`src/rtl/cap_pkg.sv`:
```
package cap_pkg;

    typedef struct packed {
        logic       tick_based;
        logic [2:0] div_log2;
        logic [3:0] need;
    } filt_cfg_t;

    typedef enum logic [1:0] {
        CH_OUTPUT  = 2'b00,
        CH_IN_OWN  = 2'b01,
        CH_IN_ALT  = 2'b10,
        CH_IN_TRG  = 2'b11
    } ch_mode_e;

    function automatic filt_cfg_t decode_filt(input logic [3:0] code);
        filt_cfg_t c;
        c = '{tick_based: 1'b0, div_log2: 3'd0, need: 4'd1};
        unique case (code)
            4'd0:  c = '{1'b0, 3'd0, 4'd1};
            4'd1:  c = '{1'b0, 3'd0, 4'd2};
            4'd2:  c = '{1'b0, 3'd0, 4'd4};
            4'd3:  c = '{1'b0, 3'd0, 4'd8};
            4'd4:  c = '{1'b1, 3'd1, 4'd6};
            4'd5:  c = '{1'b1, 3'd1, 4'd8};
            4'd6:  c = '{1'b1, 3'd2, 4'd6};
            4'd7:  c = '{1'b1, 3'd2, 4'd8};
            4'd8:  c = '{1'b1, 3'd3, 4'd6};
            4'd9:  c = '{1'b1, 3'd3, 4'd8};
            4'd10: c = '{1'b1, 3'd4, 4'd5};
            4'd11: c = '{1'b1, 3'd4, 4'd6};
            4'd12: c = '{1'b1, 3'd4, 4'd8};
            4'd13: c = '{1'b1, 3'd5, 4'd5};
            4'd14: c = '{1'b1, 3'd5, 4'd6};
            default: c = '{1'b1, 3'd5, 4'd8};
        endcase
        return c;
    endfunction

endpackage

```
`src/rtl/cap_filter.sv`:
```
module cap_filter #(
    parameter int SYNC_N = 2,
    parameter int DIV_W  = 5,
    parameter int RUN_W  = 4
) (
    input  logic       clk,
    input  logic       rst_n,
    input  logic       samp_en_i,
    input  logic       pin_i,
    input  logic [3:0] code_i,
    output logic       lvl_o
);
    import cap_pkg::*;

    typedef struct packed {
        logic [SYNC_N-1:0] sync;
        logic [DIV_W-1:0]  div;
        logic [RUN_W-1:0]  run;
        logic              lvl;
    } filt_state_t;

    filt_state_t state_d, state_q;
    filt_cfg_t   cfg;
    logic        stb;
    logic        smp;
    logic [DIV_W-1:0] div_lim;
    logic [RUN_W-1:0] run_inc;

    always_comb begin
        cfg     = decode_filt(code_i);
        state_d = state_q;
        stb     = 1'b0;
        smp     = state_q.sync[SYNC_N-1];
        div_lim = (DIV_W'(1) << cfg.div_log2) - DIV_W'(1);
        run_inc = state_q.run + RUN_W'(1);

        state_d.sync = {state_q.sync[SYNC_N-2:0], pin_i};

        if (!cfg.tick_based) begin
            stb         = 1'b1;
            state_d.div = '0;
        end else if (samp_en_i) begin
            if (state_q.div >= div_lim) begin
                stb         = 1'b1;
                state_d.div = '0;
            end else begin
                state_d.div = state_q.div + DIV_W'(1);
            end
        end

        if (stb) begin
            if (smp != state_q.lvl) begin
                if (run_inc >= RUN_W'(cfg.need)) begin
                    state_d.lvl = smp;
                    state_d.run = '0;
                end else begin
                    state_d.run = run_inc;
                end
            end else begin
                state_d.run = '0;
            end
        end
    end

    always_ff @(posedge clk or negedge rst_n) begin
        if (!rst_n) state_q <= '0;
        else        state_q <= state_d;
    end

    assign lvl_o = state_q.lvl;


    lvl_hold_chk: assert property (@(posedge clk) disable iff (!rst_n)
        !stb |=> $stable(state_q.lvl));


    lvl_src_chk: assert property (@(posedge clk) disable iff (!rst_n)
        (state_q.lvl != $past(state_q.lvl)) |-> (state_q.lvl == $past(state_q.sync[SYNC_N-1])));

endmodule

```
`src/rtl/cap_edge.sv`:
```
module cap_edge (
    input  logic clk,
    input  logic rst_n,
    input  logic lvl_i,
    input  logic fall_i,
    input  logic both_i,
    output logic evt_o
);
    typedef struct packed {
        logic prev;
    } edge_state_t;

    edge_state_t state_d, state_q;
    logic rise, fall;

    always_comb begin
        state_d      = state_q;
        state_d.prev = lvl_i;
        rise         = lvl_i & ~state_q.prev;
        fall         = ~lvl_i & state_q.prev;
        if (fall_i && both_i) evt_o = rise | fall;
        else if (fall_i)      evt_o = fall;
        else                  evt_o = rise;
    end

    always_ff @(posedge clk or negedge rst_n) begin
        if (!rst_n) state_q <= '0;
        else        state_q <= state_d;
    end


    edge_real_chk: assert property (@(posedge clk) disable iff (!rst_n)
        evt_o |=> ($past(lvl_i) != $past(state_q.prev)));

endmodule

```
`src/rtl/cap_prescale.sv`:
```
module cap_prescale #(
    parameter int CODE_W = 2
) (
    input  logic              clk,
    input  logic              rst_n,
    input  logic              en_i,
    input  logic              evt_i,
    input  logic [CODE_W-1:0] code_i,
    output logic              fire_o
);
    localparam int EC_W = (1 << CODE_W) - 1;

    typedef struct packed {
        logic [EC_W-1:0] cnt;
    } psc_state_t;

    psc_state_t state_d, state_q;
    logic [EC_W-1:0] lim;

    always_comb begin
        state_d = state_q;
        fire_o  = 1'b0;
        lim     = (EC_W'(1) << code_i) - EC_W'(1);
        if (!en_i) begin
            state_d.cnt = '0;
        end else if (evt_i) begin
            if (state_q.cnt >= lim) begin
                fire_o      = 1'b1;
                state_d.cnt = '0;
            end else begin
                state_d.cnt = state_q.cnt + EC_W'(1);
            end
        end
    end

    always_ff @(posedge clk or negedge rst_n) begin
        if (!rst_n) state_q <= '0;
        else        state_q <= state_d;
    end


    fire_src_chk: assert property (@(posedge clk) disable iff (!rst_n)
        fire_o |-> (en_i && evt_i));


    idle_clear_chk: assert property (@(posedge clk) disable iff (!rst_n)
        (!en_i && $past(!en_i)) |-> !fire_o);

endmodule

```
`src/rtl/tim_capture_chan.sv`:
```
module tim_capture_chan #(
    parameter int CNT_W  = 16,
    parameter int SYNC_N = 2
) (
    input  logic             clk,
    input  logic             rst_n,
    input  logic             samp_en_i,
    input  logic             pin_i,
    input  logic [CNT_W-1:0] cnt_i,
    input  logic [3:0]       filt_code_i,
    input  logic             edge_fall_i,
    input  logic             edge_both_i,
    input  logic [1:0]       psc_code_i,
    input  logic [1:0]       chan_mode_i,
    input  logic             cap_en_i,
    input  logic             flag_clr_i,
    output logic             trig_o,
    output logic [CNT_W-1:0] cap_val_o,
    output logic             cap_flag_o,
    output logic             ovr_flag_o
);
    import cap_pkg::*;

    typedef struct packed {
        logic [CNT_W-1:0] val;
        logic             flag;
        logic             ovr;
    } cap_state_t;

    cap_state_t state_d, state_q;
    logic lvl, evt, fire, cap_active;

    cap_filter #(.SYNC_N(SYNC_N), .DIV_W(5), .RUN_W(4)) u_filt (
        .clk(clk), .rst_n(rst_n), .samp_en_i(samp_en_i), .pin_i(pin_i),
        .code_i(filt_code_i), .lvl_o(lvl)
    );

    cap_edge u_edge (
        .clk(clk), .rst_n(rst_n), .lvl_i(lvl), .fall_i(edge_fall_i),
        .both_i(edge_both_i), .evt_o(evt)
    );

    assign cap_active = cap_en_i && (chan_mode_i == CH_IN_OWN);

    cap_prescale #(.CODE_W(2)) u_psc (
        .clk(clk), .rst_n(rst_n), .en_i(cap_active), .evt_i(evt),
        .code_i(psc_code_i), .fire_o(fire)
    );

    always_comb begin
        state_d      = state_q;
        state_d.flag = state_q.flag & ~flag_clr_i;
        state_d.ovr  = state_q.ovr  & ~flag_clr_i;
        if (fire) begin
            state_d.val  = cnt_i;
            state_d.flag = 1'b1;
            if (state_q.flag && !flag_clr_i) state_d.ovr = 1'b1;
        end
    end

    always_ff @(posedge clk or negedge rst_n) begin
        if (!rst_n) state_q <= '0;
        else        state_q <= state_d;
    end

    assign trig_o     = evt;
    assign cap_val_o  = state_q.val;
    assign cap_flag_o = state_q.flag;
    assign ovr_flag_o = state_q.ovr;


    cap_sets_flag_chk: assert property (@(posedge clk) disable iff (!rst_n)
        fire |=> cap_flag_o);


    inactive_hold_chk: assert property (@(posedge clk) disable iff (!rst_n)
        !cap_active |=> $stable(cap_val_o));


    ovr_cause_chk: assert property (@(posedge clk) disable iff (!rst_n)
        $rose(ovr_flag_o) |-> $past(cap_flag_o));


    clear_chk: assert property (@(posedge clk) disable iff (!rst_n)
        (flag_clr_i && !fire) |=> (!cap_flag_o && !ovr_flag_o));

endmodule

```
`config.mk`:
```
export PLATFORM = sky130hd
export DESIGN_NAME = tim_capture_chan
export DESIGN_NICKNAME = d
export VERILOG_FILES = /design/src/rtl/cap_pkg.sv /design/src/rtl/cap_filter.sv /design/src/rtl/cap_edge.sv /design/src/rtl/cap_prescale.sv /design/src/rtl/tim_capture_chan.sv
export SDC_FILE = /design/constraint.sdc
export NUM_CORES = 1
export LEC_CHECK = 0
export CORE_ASPECT_RATIO = 2
export CORE_MARGIN = 8
export CORE_UTILIZATION = 45
export DETAILED_ROUTE_END_ITERATION = 10
export PLACE_DENSITY = 0.77
export SLEW_MARGIN = 20
export SYNTH_ARGS = -nofsm -noshare
export SYNTH_HDL_FRONTEND = slang
export SYNTH_SLANG_ARGS = --single-unit
```
`constraint.sdc`:
```
create_clock -name clk -period 1.74 [get_ports clk]
set_input_delay 0.435 -clock clk [delete_from_list [all_inputs] [get_ports clk]]
set_output_delay 0.435 -clock clk [all_outputs]
set_load 0.01 [all_outputs]
```
==> impl_results.md <==
- Post-synth top area cell: dfrtp_1
- Final min period: 2.335 ns
- Vias after detailed routing: approximately 1,700
- Htree depth: 2
- Initial DRT Pass Iterations: 4
- Final hold violations: 0
- Die area: ~0.0071 mm^2
- Maximum root-to-sink buffer count: 2
- Worst VDD drop: between 900 and 1000 uV
- Slew Limit Fails: 0
- Nets: roughly 340
- Hold Path Origin: u_filt.state_d[11]$_DFF_PN0_
- Routed Antenna Nets: 0
- Asr flop ratio synth: 1.000
- Core area: approximately 0.0045 mm^2
- Distinct cell type count after synthesis: 43
- Dpl hpwl: approximately 3700 um
- Mapped Area: slightly above 0.002 mm^2
- Initial antenna violation count: 0
- Clk sinks: 34
- CP arrival: around 2.5 ns
- Hold_buf cts: 0
- Type of destination of the critical path: flop
- CTS Buf Count: 5
- Most common cell after layout, fill and taps aside: clkdlybuf4s50_1
- RSZ-0062 raised after global routing: true
- 1st-iter DRT viols: 43
- Final setup fails: 25
- Pin count of the biggest net entering global routing: 35
- Max_cap viols: 0
- Setup TNS: -6.394 ns
- I/O pin total: 51
- Register area share after synthesis: 0.4116
- Clock Skew: 0.005139 ns
- R2R Setup Slk: -0.25 ns
- Worst hold margin: between 0.3 and 0.4 ns
- # DRC: 0
- Clock-pin slew on the worst setup and hold paths: 0.06 ns
- Worst flop-to-flop path startpoint: u_filt.state_q[1]$_DFFE_PN0P_
- Crit path max fanout: 5
- Die W: roughly 64 um
- Capture point of the worst reg-to-reg path: u_filt.lvl_o$_DFFE_PN0P_
- GRT Total Usage: 0.1445
- Post-synth net total: about 240
- Post-synthesis register bit count: 34
- Synth Flop Type: dfrtp_1
- Leak Pwr: approximately 0.0016 uW
- Failing checks: negative setup slack
- Status: finished, violations left
- N_diodes: 0
- Worst setup path class: in2reg
- Die H: 111.8 um
- Cell Pwr Density: between 1000 and 1500 mW/mm^2
- Syn avg cell area: about 11 um^2
- Period utilization: 1.342
- Number of synthesized flops with an enable pin: 0
- Slew headroom: 0.7159
- Final WL: ~5200 um
- Core Rows: 35
- WHS Endpoint: u_filt.smp$_DFF_PN0_
- Synth area leaders: dfrtp_1 (41%), ha_1 (14%), mux2_4 (6.5%)
- Vias/cell: roughly 5
- Most frequent cells in the layout: clkdlybuf4s50_1 (42), dfrtp_1 (34), buf_4 (34), ha_1 (16), nor2_1 (11)
- Gr ovfl total: 0
- Slew @ Worst Pin: 0.4262 ns
- First-pass GRT wire length: 8535 um
- CTS tree: built
- Number of I/O port buffers: 50
- WHS Path Cells: 0
- Share of layout cells above drive strength 1: 0.4064
- Worst Reg2Reg Path Length in Cells: 8
- Worst min path class: reg2reg
- Gate Count Post-Synth: approximately 190
- Final WS setup: -0.5946 ns
- Ys Warns: 0
- Area Growth Syn to Fin: 60.35%
- Fmax: approximately 430 MHz
- Starting Density: 0.4583
- Vias in the first global route: between 1,500 and 2,000
- Root buffer cell: clkbuf_8
- Synth top area share: 0.4116
- Placed cells: 321
- GP Congestion: 0.8245
- Wire per inst: 15.46 um
- Finished Layout Cells: roughly 340
- Critical Path RT: 1.91 ns
- Post-place setup slack: -1.314 ns
- Skew-Pair Late Insertion Delay: 0.28 ns
- Worst setup SP type: input pin
layout make-up:
class / count / area [um^2]
Timing Repair Buffer: 91 / 848.3
Fill cell: 304 / 1196
Tap cell: 55 / 68.82
Inverter: 15 / 61.31
Sequential cell: 34 / 850.8
Clock buffer: 6 / 82.58
Multi-Input combinational cell: 137 / 1403
sequential cells by signal, summed over array words and instances, names as in the netlist:
register        count
cap_val_o          16
u_filt.state_q      9
u_psc.state_q       3
cap_flag_o          1
ovr_flag_o          1
u_edge.state_q      1
u_filt.lvl_o        1
u_filt.smp          1
u_filt.state_d      1
routing by layer:
metal  GRT usage  wire length (um)  share of wire
met5           0                 0              0
met2      0.2353              2660           0.51
met4     0.05097                72          0.014
met1      0.1645              2131           0.41
met3     0.05729               360          0.069
worst max-delay path by stage:
stage	from	to	slack, ns	cells after the start
detailed placement	filt_code_i[1]	u_filt.state_q[2]$_DFFE_PN0P_	-1.31	11
finish	filt_code_i[2]	u_filt.lvl_o$_DFFE_PN0P_	-0.59	11
floorplan	filt_code_i[3]	u_filt.lvl_o$_DFFE_PN0P_	-0.76	10
CTS	filt_code_i[1]	u_filt.state_q[1]$_DFFE_PN0P_	-0.63	11
global placement	filt_code_i[1]	u_filt.state_q[1]$_DFFE_PN0P_	-1.21	11
global route	filt_code_i[2]	u_filt.state_q[1]$_DFFE_PN0P_	-0.68	12
worst max-delay path, stage by stage:
cell	delay, ns
buf_8	0.08
inv_4	0.02
or3_4	0.38
ha_4	0.18
nor3b_2	0.18
a31oi_1	0.07
ha_1	0.33
a211oi_4	0.30
o21ai_4	0.13
and2_4	0.19
a31o_4	0.21
kinds of logic (layout without fill, tap and decap cells):
logic type,Yosys count,after routing,share of synthesized area
and+or+nand+nor,50,50,0.1283
AOI/OAI and AO/OA,37,38,0.1350
DFF,34,34,0.4116
adders and majority gates,23,23,0.1392
muxes,21,21,0.1283
buffers and inverters,18,112,0.03631
xor gates and xnor gates,5,5,0.02119
where the power goes:
part	leakage [uW]	internal, uW	switching, uW
Sequential	0.000446	1020	154
Clock	0.0000431	305	256
Combinational	0.00106	1250	893
through the flow:
| stage | util | power, uW | instance area, um^2 |
|---|---|---|---|
| after floorplan | - | 2144 | 2145 |
| after CTS | 0.7135 | 3788 | 3218 |
| final | 0.7348 | 3881 | 3314 |
| after global placement | 0.6488 | 2872 | 2927 |
| after detailed placement | 0.6488 | 2933 | 2927 |
| after global routing | 0.7348 | 4127 | 3314 |
cells in the mapped netlist (2+ instances only):
library cell	number
dfrtp_1	34
ha_1	23
inv_1	15
nor2_1	14
nand2_1	10
mux2_4	9
mux2_2	8
a21oi_1	7
o21ai_0	7
a22o_1	5
mux2i_1	4
nand3_1	4
a31oi_1	3
nand2b_1	3
nor2b_1	3
nor3_1	3
or3_1	3
xor2_1	3
a21o_1	2
and2_1	2
o21ai_2	2
or2_2	2
xnor2_1	2
what timing repair did:
action,in CTS,in global routing
gates resized for setup,60,23
pin swaps,18,18
setup buffers,9,3
setup endpoints to repair,32,30
cloned,2,0
No activity file was read; power rests on OpenSTA's default activity.
